**config.mk**
```make
export PLATFORM = sky130hd
export DESIGN_NAME = dma_chan_status
export DESIGN_NICKNAME = d
export VERILOG_FILES = /design/src/rtl/dcs_pkg.sv /design/src/rtl/dcs_bytecnt.sv /design/src/rtl/dcs_runctl.sv /design/src/rtl/dcs_sticky.sv /design/src/rtl/dma_chan_status.sv
export SDC_FILE = /design/constraint.sdc
export NUM_CORES = 1
export LEC_CHECK = 0
export CAP_MARGIN = 20
export CELL_PAD_IN_SITES_DETAIL_PLACEMENT = 1
export CELL_PAD_IN_SITES_GLOBAL_PLACEMENT = 2
export CORE_UTILIZATION = 21
export DETAILED_ROUTE_END_ITERATION = 6
export MAX_ROUTING_LAYER = met4
export PLACE_DENSITY_LB_ADDON = 0.1
export SETUP_SLACK_MARGIN = 0.5
export SYNTH_ARGS = -nofsm -noshare
export SYNTH_HDL_FRONTEND = slang
export SYNTH_SLANG_ARGS = --single-unit
```
**constraint.sdc**
```tcl
create_clock -name clk -period 2.04 [get_ports clk]
set_input_delay 0.408 -clock clk [delete_from_list [all_inputs] [get_ports clk]]
set_output_delay 0.408 -clock clk [all_outputs]
set_load 0.1 [all_outputs]
```
**src/rtl/dcs_pkg.sv**
```systemverilog
package dcs_pkg;

    localparam int DCS_CNT_W  = 16;
    localparam int DCS_BEAT_W = 3;
    localparam int DCS_STAT_W = 32;

    // status bit positions
    localparam int ST_EN      = 0;
    localparam int ST_ACT     = 1;
    localparam int ST_XFER    = 4;
    localparam int ST_BUF     = 5;
    localparam int ST_DESC    = 6;
    localparam int ST_CNT_LSB = 16;

    // sticky flag indices
    localparam int FLG_BUF  = 0;
    localparam int FLG_XFER = 1;
    localparam int FLG_DESC = 2;
    localparam int FLG_NUM  = 3;

    typedef enum logic [1:0] {
        RUN_IDLE  = 2'd0,
        RUN_ON    = 2'd1,
        RUN_DRAIN = 2'd2
    } dcs_run_e;

    typedef struct packed {
        logic en;
        logic act;
        logic drain;
    } dcs_run_t;

    function automatic logic [DCS_STAT_W-1:0] dcs_pack(
        input logic [DCS_CNT_W-1:0] cnt,
        input dcs_run_t             run,
        input logic [FLG_NUM-1:0]   flg
    );
        logic [DCS_STAT_W-1:0] w;
        w = '0;
        w[DCS_STAT_W-1:ST_CNT_LSB] = cnt;
        w[ST_EN]   = run.en;
        w[ST_ACT]  = run.act;
        w[ST_XFER] = flg[FLG_XFER];
        w[ST_BUF]  = flg[FLG_BUF];
        w[ST_DESC] = flg[FLG_DESC];
        return w;
    endfunction

endpackage

```
**src/rtl/dcs_bytecnt.sv**
```systemverilog
module dcs_bytecnt #(
    parameter int CNT_W  = 16,
    parameter int BEAT_W = 3
) (
    input  logic              clk,
    input  logic              rst,
    input  logic              ld_i,
    input  logic [CNT_W-1:0]  ld_val_i,
    input  logic              en_i,
    input  logic              beat_i,
    input  logic [BEAT_W-1:0] beat_bytes_i,
    output logic [CNT_W-1:0]  cnt_o,
    output logic              buf_end_o
);
    logic [CNT_W-1:0] cnt_q;
    logic [CNT_W-1:0] bytes_ext;
    logic             take;
    logic             exhaust;

    assign bytes_ext = CNT_W'(beat_bytes_i);
    assign take      = en_i & beat_i & ~ld_i;
    assign exhaust   = (cnt_q <= bytes_ext);
    assign buf_end_o = take & exhaust & (cnt_q != '0);
    assign cnt_o     = cnt_q;

    always_ff @(posedge clk) begin
        if (rst) begin
            cnt_q <= '0;
        end else if (ld_i) begin
            cnt_q <= ld_val_i;
        end else if (take) begin
            cnt_q <= exhaust ? '0 : (cnt_q - bytes_ext);
        end
    end
endmodule

```
**src/rtl/dcs_runctl.sv**
```systemverilog
module dcs_runctl
    import dcs_pkg::*;
(
    input  logic     clk,
    input  logic     rst,
    input  logic     ctl_wr_i,
    input  logic     ctl_en_i,
    input  logic     ctl_ldnxt_i,
    input  logic     grant_i,
    input  logic     pkt_end_i,
    input  logic     dev_end_i,
    input  logic     fifo_empty_i,
    input  logic     buf_end_i,
    output dcs_run_t run_o,
    output logic     xfer_end_o,
    output logic     ldnxt_req_o
);
    dcs_run_e state_q, state_n;
    logic     act_q, act_n, act_clr;
    logic     ldnxt_q;
    logic     en_prev_q;
    logic     en;

    assign en         = (state_q != RUN_IDLE);
    assign xfer_end_o = en & ~ctl_wr_i & pkt_end_i & dev_end_i;

    always_comb begin
        state_n = state_q;
        act_clr = 1'b0;
        if (ctl_wr_i) begin
            if (ctl_en_i) begin
                state_n = RUN_ON;
            end else if (en && act_q && !fifo_empty_i) begin
                state_n = RUN_DRAIN;
            end else begin
                state_n = RUN_IDLE;
                act_clr = 1'b1;
            end
        end else if (state_q == RUN_DRAIN && fifo_empty_i) begin
            state_n = RUN_IDLE;
            act_clr = 1'b1;
        end else if (en && (buf_end_i || xfer_end_o)) begin
            state_n = RUN_IDLE;
        end
    end

    always_comb begin
        if (act_clr)                act_n = 1'b0;
        else if (grant_i && en)     act_n = 1'b1;
        else if (pkt_end_i)         act_n = 1'b0;
        else                        act_n = act_q;
    end

    always_ff @(posedge clk) begin
        if (rst) begin
            state_q   <= RUN_IDLE;
            act_q     <= 1'b0;
            ldnxt_q   <= 1'b0;
            en_prev_q <= 1'b0;
        end else begin
            state_q   <= state_n;
            act_q     <= act_n;
            en_prev_q <= en;
            if (ctl_wr_i) ldnxt_q <= ctl_ldnxt_i;
        end
    end

    assign ldnxt_req_o = en_prev_q & ~en & ldnxt_q;
    assign run_o.en    = en;
    assign run_o.act   = act_q;
    assign run_o.drain = (state_q == RUN_DRAIN);
endmodule

```
**src/rtl/dcs_sticky.sv**
```systemverilog
module dcs_sticky (
    input  logic clk,
    input  logic rst,
    input  logic set_i,
    input  logic rd_i,
    output logic flag_o
);
    always_ff @(posedge clk) begin
        if (rst)        flag_o <= 1'b0;
        else if (set_i) flag_o <= 1'b1;
        else if (rd_i)  flag_o <= 1'b0;
    end
endmodule

```
**src/rtl/dma_chan_status.sv**
```systemverilog
module dma_chan_status
    import dcs_pkg::*;
#(
    parameter int CNT_W  = DCS_CNT_W,
    parameter int BEAT_W = DCS_BEAT_W
) (
    input  logic                  clk,
    input  logic                  rst,
    input  logic                  ctl_wr_i,
    input  logic                  ctl_en_i,
    input  logic                  ctl_ldnxt_i,
    input  logic                  ctl_from_desc_i,
    input  logic [CNT_W-1:0]      ctl_count_i,
    input  logic                  grant_i,
    input  logic                  beat_i,
    input  logic [BEAT_W-1:0]     beat_bytes_i,
    input  logic                  pkt_end_i,
    input  logic                  dev_end_i,
    input  logic                  fifo_empty_i,
    input  logic                  stat_rd_i,
    output logic [DCS_STAT_W-1:0] status_o,
    output logic                  ldnxt_req_o,
    output logic                  drain_o
);
    dcs_run_t           run;
    logic [CNT_W-1:0]   cnt;
    logic               buf_end;
    logic               xfer_end;
    logic [FLG_NUM-1:0] flg_set;
    logic [FLG_NUM-1:0] flg_q;

    dcs_bytecnt #(.CNT_W(CNT_W), .BEAT_W(BEAT_W)) u_cnt (
        .clk          (clk),
        .rst          (rst),
        .ld_i         (ctl_wr_i),
        .ld_val_i     (ctl_count_i),
        .en_i         (run.en),
        .beat_i       (beat_i),
        .beat_bytes_i (beat_bytes_i),
        .cnt_o        (cnt),
        .buf_end_o    (buf_end)
    );

    dcs_runctl u_run (
        .clk          (clk),
        .rst          (rst),
        .ctl_wr_i     (ctl_wr_i),
        .ctl_en_i     (ctl_en_i),
        .ctl_ldnxt_i  (ctl_ldnxt_i),
        .grant_i      (grant_i),
        .pkt_end_i    (pkt_end_i),
        .dev_end_i    (dev_end_i),
        .fifo_empty_i (fifo_empty_i),
        .buf_end_i    (buf_end),
        .run_o        (run),
        .xfer_end_o   (xfer_end),
        .ldnxt_req_o  (ldnxt_req_o)
    );

    assign flg_set[FLG_BUF]  = buf_end;
    assign flg_set[FLG_XFER] = xfer_end;
    assign flg_set[FLG_DESC] = ctl_wr_i & ctl_from_desc_i;

    for (genvar g = 0; g < FLG_NUM; g++) begin : g_flag
        dcs_sticky u_flag (
            .clk    (clk),
            .rst    (rst),
            .set_i  (flg_set[g]),
            .rd_i   (stat_rd_i),
            .flag_o (flg_q[g])
        );
    end

    assign status_o = dcs_pack(DCS_CNT_W'(cnt), run, flg_q);
    assign drain_o  = run.drain;
endmodule

```
==> results of run 1 <==
## path summary, 6_finish.rpt
path	start	to	slack, ns	cells after the start
setup / recovery	u_cnt.cnt_o[0]	u_run.state_q[1]	-0.08	9
hold / removal	g_flag[1].u_flag.flag_o	g_flag[1].u_flag.flag_o	0.49	2
setup reg to reg	u_cnt.cnt_o[0]	u_run.state_q[1]	-0.08	9
hold reg to reg	g_flag[1].u_flag.flag_o	g_flag[1].u_flag.flag_o	0.49	2
## metrics by stage
stage	setup slack, ns	hold WS, ns
floorplan	-0.272	0.437
global route	-0.196	0.549
global placement	-0.634	0.474
detailed placement	-0.711	0.479
CTS	-0.107	0.493
finish	-0.0753	0.495
## worst min-delay path, stage by stage, from the launching register on
cell	delay, ns
dfxtp_1	0.34
a21oi_1	0.06
nor2_1	0.07
## logic make-up after synthesis
logic type | after synthesis
mux | 4
compound gates | 47
simple gates | 76
flops | 24
other cells | 1
buf+inv | 35
xor+xnor | 5
fa+ha+maj | 4
## sequential cells by signal, summed over array words and instances (netlist names)
signal,count
g_flag.u_flag.flag_o,3
u_run.state_q,2
u_run.act_q,1
u_run.ldnxt_q,1
u_run.en_prev_q,1
u_cnt.cnt_o,16
## cell type report
class	instances	share of cell area (%)
clock buffer	3	1.41
clock inverter	1	0.128
inverter	9	1.32
multi-input combinational	147	41.5
sequential	24	17.4
tap	99	4.23
timing repair buffer	104	34.0
## per-layer routing
layer | up-vias | track usage, % | routed length, µm
met5 | - | - | 0
met4 | 0 | 4.40 | 63
met3 | 5 | 1.96 | 168
met2 | 32 | 26.9 | 2790
met1 | 825 | 20.0 | 2720
li1 | 877 | - | -
## cell usage in the layout (no fill, tap or decap), types with 2 or more instances in the layout
cell             instances
a21oi_2                  2
a211o_1                  2
inv_1                    5
inv_4                    2
o22ai_1                  3
conb_1                  11
nand3_1                  4
buf_12                   8
nand4_1                  2
a31oi_1                  5
nor2_1                  21
clkdlybuf4s50_1         26
mux2i_1                  4
dfxtp_2                  9
ha_4                     2
nor4_4                   4
nand2_2                  2
dlygate4sd2_1            3
or4_4                    2
xor2_1                   5
nor3_1                   7
nand2_1                  5
and3_1                   7
buf_6                   11
a21oi_1                  9
and2_1                   3
nand2b_1                 2
buf_4                   55
inv_2                    2
clkbuf_8                 3
dfxtp_4                  5
a221oi_2                 7
nand2_4                  2
nor3_2                   3
dfxtp_1                 10
## power by group through the flow
stage	clock network, mW	registers [mW]	logic (mW)
finish	0.304	0.533	0.864
global placement	0	0.543	0.737
detailed placement	0	0.542	0.736
floorplan	0	0.706	0.334
CTS	0.316	0.532	0.792
global route	0.335	0.538	0.920
## repair_timing
item	4_1_cts	5_1_grt
setup endpoints to repair	22	21
pin swaps	18	15
setup buffers	9	8
gates resized for setup	31	34
==> metrics.txt, run 1 <==
largest net degree at the start of global routing 21; DRT iter0 DRCs 29; post-synthesis instance total 196; Core Area 7290 µm²; worst slew pin tran 0.670 ns; antenna violations before repair 0; XOR/XNOR share of the synthesized area 2.76%; register area 510 µm²; Yosys reg bits 24; num rows 31; share of layout cells above drive strength 1 47.9%; total power 1.70 mW; via count 1739; setup violators final 7; sequential share of the synthesized area 30.3%; H-tree depth 1; worst hold-check path type flip-flop to flip-flop; final period utilization 104%; post-synthesis compound-gate area fraction 21.8%; Cell Chain, Critical Path inv_4, ha_4, inv_4, fa_2, a21oi_2, o2111a_2, nand2_4, o311a_4, a32o_1; fin crit period 2.12 ns; Area Growth Syn to Fin 84.8%; Arr. time, crit path 2.29 ns; FMAX 473 MHz; setup TNS -0.313 ns; crit-path max cell delay 0.37 ns; clock share of power 17.8%; relative slew slack 54.9%; multiplexer area fraction after synthesis 2.53%; Commonest cells post-synth dfxtp_1, nor2_1, buf_4; Worst setup SP type flip-flop; total global-route track usage 15.9%; Routed wire per std cell 14.8 µm; GRT Residual Overflow 0; dominant cells by area after synthesis dfxtp_1, buf_4, nor2_1; Die Y 88.9 µm; WL final 5740 µm; syn_area_per_cell 8.09 µm²; total CTS buffers 3; critical path required time 2.21 ns; Layout Skew 0.00606 ns; Final WS setup -0.0753 ns; Seq pwr share 31.3%; Logic pwr share 50.8%; Post-Layout Cell Count 387; Synth area leader dfxtp_1; CP Buf/Inv Count 2; Cell Area, Placed 2450 µm²; nets 324; Async SR Flop Fraction 0%; vias in the first global route 1842; P_sw 736 µW; Yosys Warn Count 0; Max VDD drop 0.239 mV; dpl cells 366; Critical Path Slowest Stage Cell o311a_4; Initial Util 21.7%; sw frac 43.3%; hold buffers post-CTS 0; Vias/cell 4.49; Top cell by count, worst path inv_4; Core Util, Final 40.2%; Slew Viols, Final 0; PortBufs 53; multi-input logic area 1210 µm²; Post-synth EDFFs 0; die span in x 88.9 µm; P_int 965 µW; Post-Synth Simple-Gate Area 26.2%; antenna viol nets, final 0; # fillers 868; Yosys top cell area share 30.3%; failing checks setup timing; Yosys cell types 50; Hold Vio Cnt, Final 0; first-pass GRT wire length 9180 µm; CTS Sinks 24; CTS root buffer clkbuf_8; mapped cell area 1590 µm²; leak pwr 1.25 nW; Synth Flop Type dfxtp_1; Crit Path Max Fanout 4; Clk pin slew, worst setup/hold paths 0.09 ns; MaxCap Viol Count 0; die area 7900 µm²; hpwl dp 4330 µm; Critical Setup Path Class flip-flop to flip-flop; main combinational cell family by area after synthesis simple AND/OR/NAND/NOR gates; GPL Wtd Cong 0.719; IO Pins 65; Synth Area in Adders 3.63%; Final Cell Area 2930 µm²; RSZ-0062 raised after global routing true; P per Cell Area 581 nW/µm²; DRC 0; deepest clock path buffer count 2; worst skew pair latency 0.28 ns; TritonCTS clock tree yes; status finished, violations left; # diodes 0; Crit. End Element flip-flop; kind of cell adding the most delay to the critical path compound AO/OA/AOI/OAI gates; most frequent cell after synthesis dfxtp_1; Initial DRT Pass Iterations 2
Note: power is estimated with default switching activity, not from simulation.
==> run 2, diff against run 1 <==
--- a/config.mk
+++ b/config.mk
@@ -16,3 +16,4 @@
 export SYNTH_ARGS = -nofsm -noshare
 export SYNTH_HDL_FRONTEND = slang
 export SYNTH_SLANG_ARGS = --single-unit
+export TNS_END_PERCENT = 50
==> metrics.txt, run 2 (synthesis results as in run 1) <==
status finished, violations left; failing checks setup timing; Final Cell Area 2720 µm² (-7.1%); Core Util, Final 37.3% (-2.9 points); Initial Util 21.7% (unchanged); max reg flops 16 (unchanged); DRC 0 (unchanged); total global-route track usage 16.2% (+0.27 points); most frequent cells in the layout buf_4, clkdlybuf4s50_1, nor2_1; share of layout cells above drive strength 1 41.2% (-6.8 points); Worst setup SP type input pin; Hold Vio Cnt, Final 0 (unchanged); relative slew slack 60.7% (+5.8 points); Crit Path Max Fanout 2 (-2); deepest clock path buffer count 2 (unchanged); via count 1722 (-0.98%); Cell Area, Placed 2460 µm² (+0.46%); TritonCTS clock tree yes; GPL Wtd Cong 0.815 (+13%); # diodes 0 (unchanged); PortBufs 53 (unchanged); Layout Skew 0.00214 ns (-0.00392 ns); worst hold-check path type flip-flop to flip-flop; Crit. End Element flip-flop; GRT Residual Overflow 0 (unchanged); nets 313 (-3.4%); total CTS buffers 3 (unchanged); Critical Setup Path Class input pin to flip-flop; num rows 31 (unchanged); WL final 5770 µm (+0.50%); clock share of power 18.4% (+0.6 points); Clk pin slew, worst setup/hold paths 0.09 ns (about the same); sw frac 43.5% (+0.18 points); leak pwr 1.15 nW (-7.6%); MaxCap Viol Count 0 (unchanged); Arr. time, crit path 2.39 ns (+0.10 ns); FMAX 459 MHz (-3.0%); DRT iter0 DRCs 29 (unchanged); RSZ-0062 raised after global routing true; antenna violations before repair 0 (unchanged); CTS root buffer clkbuf_8; die area 7900 µm² (unchanged); Area Growth Syn to Fin 71.6%; worst skew pair latency 0.27 ns (about the same); Core Area 7290 µm² (unchanged); Final WS setup -0.140 ns (-0.0647 ns); hold buffers post-CTS 0 (unchanged); Vias/cell 4.58 (+1.9%); P_sw 715 µW (-2.9%); # fillers 898 (+3.5%); IO Pins 65 (unchanged); H-tree depth 1 (unchanged); setup violators final 7 (unchanged); P_int 930 µW (-3.6%); die span in x 88.9 µm (unchanged); fin crit period 2.18 ns (+0.0647 ns); Slew Viols, Final 0 (unchanged); antenna viol nets, final 0 (unchanged); Max VDD drop 0.269 mV (+12%); hpwl dp 4510 µm (+4.2%); worst slew pin tran 0.589 ns (-0.0812 ns); largest net degree at the start of global routing 21 (unchanged); Die Y 88.9 µm (unchanged); vias in the first global route 1835 (-0.38%); final period utilization 107% (+3.2 points); Logic pwr share 49.0% (-1.8 points); Routed wire per std cell 15.4 µm (+3.4%); commonest non-fill, non-tap cell in the layout buf_4; Seq pwr share 32.6% (+1.3 points); first-pass GRT wire length 9340 µm (+1.7%); P per Cell Area 605 nW/µm² (+4.1%); critical path required time 2.25 ns (+0.04 ns); CTS Sinks 24 (unchanged); Initial DRT Pass Iterations 4 (+2)
run 2: changes by cell type in the layout (fill, tap and decap cells not counted), moves of 2 or more:
cell     before  now
buf_4        55   53
nor4_4        4    1
or4_1         0    2
or4_4         2    0
nor4_2        0    3
nor3_2        3    1
dfxtp_1      10   13
dfxtp_4       5    3
buf_6        11    2
run 2: final cells by class:
class	count	area, µm²	share of cell area (%)
clock buffer	3	41.3	1.52
sequential	24	502	18.4
inverter	9	36.3	1.33
timing repair buffer	93	876	32.2
tap	99	124	4.55
multi-input combinational	147	1140	41.8
clock inverter	1	3.75	0.138
run 2: per-layer routing:
metal | GRT usage, % | share of wire (%) | up-vias
li1 | - | - | 857
met1 | 19.7 | 46 | 828
met2 | 27.7 | 50 | 33
met3 | 2.89 | 3.1 | 4
met4 | 3.96 | 1.2 | 0
met5 | - | 0 | -
run 2: final timing paths:
check                                 end                    start  slack [ns]  cells after the start
setup / recovery          u_cnt.cnt_o[13]          beat_bytes_i[1]       -0.14                      9
hold / removal    g_flag[0].u_flag.flag_o  g_flag[0].u_flag.flag_o        0.48                      2
setup reg to reg          u_cnt.cnt_o[13]           u_cnt.cnt_o[0]       -0.13                     10
hold reg to reg   g_flag[0].u_flag.flag_o  g_flag[0].u_flag.flag_o        0.48                      2
run 2: timing repair:
item / in CTS / in global routing
buffers inserted: 3 / 1
setup endpoints to repair: 24 / 24
pin swaps: 12 / 12
resized for setup: 22 / 17
run 2: critical path: stages:
cell	delay, ns
dlygate4sd2_1	0.22
inv_2	0.05
ha_1	0.29
and3_4	0.18
o2111a_2	0.29
buf_6	0.13
a211oi_4	0.25
or3b_4	0.41
o22ai_1	0.14
run 2: metrics by stage:
step | setup TNS (ns) | power (mW) | setup WS (ns) | std cells | hold WS [ns]
CTS | -0.876 | 1.63 | -0.138 | 375 | 0.490
floorplan | -1.82 | 1.03 | -0.272 | 206 | 0.437
detailed placement | -10.98 | 1.29 | -0.667 | 368 | 0.475
global placement | -10.77 | 1.29 | -0.695 | 368 | 0.479
global route | -1.37 | 1.73 | -0.214 | 376 | 0.508
finish | -0.294 | 1.64 | -0.140 | 376 | 0.483
run 2: power by group through the flow:
stage	clock (mW)	sequential (mW)	combinational [mW]
global placement	0	0.543	0.746
finish	0.302	0.536	0.806
detailed placement	0	0.543	0.744
floorplan	0	0.705	0.330
global route	0.336	0.542	0.854
CTS	0.318	0.535	0.778
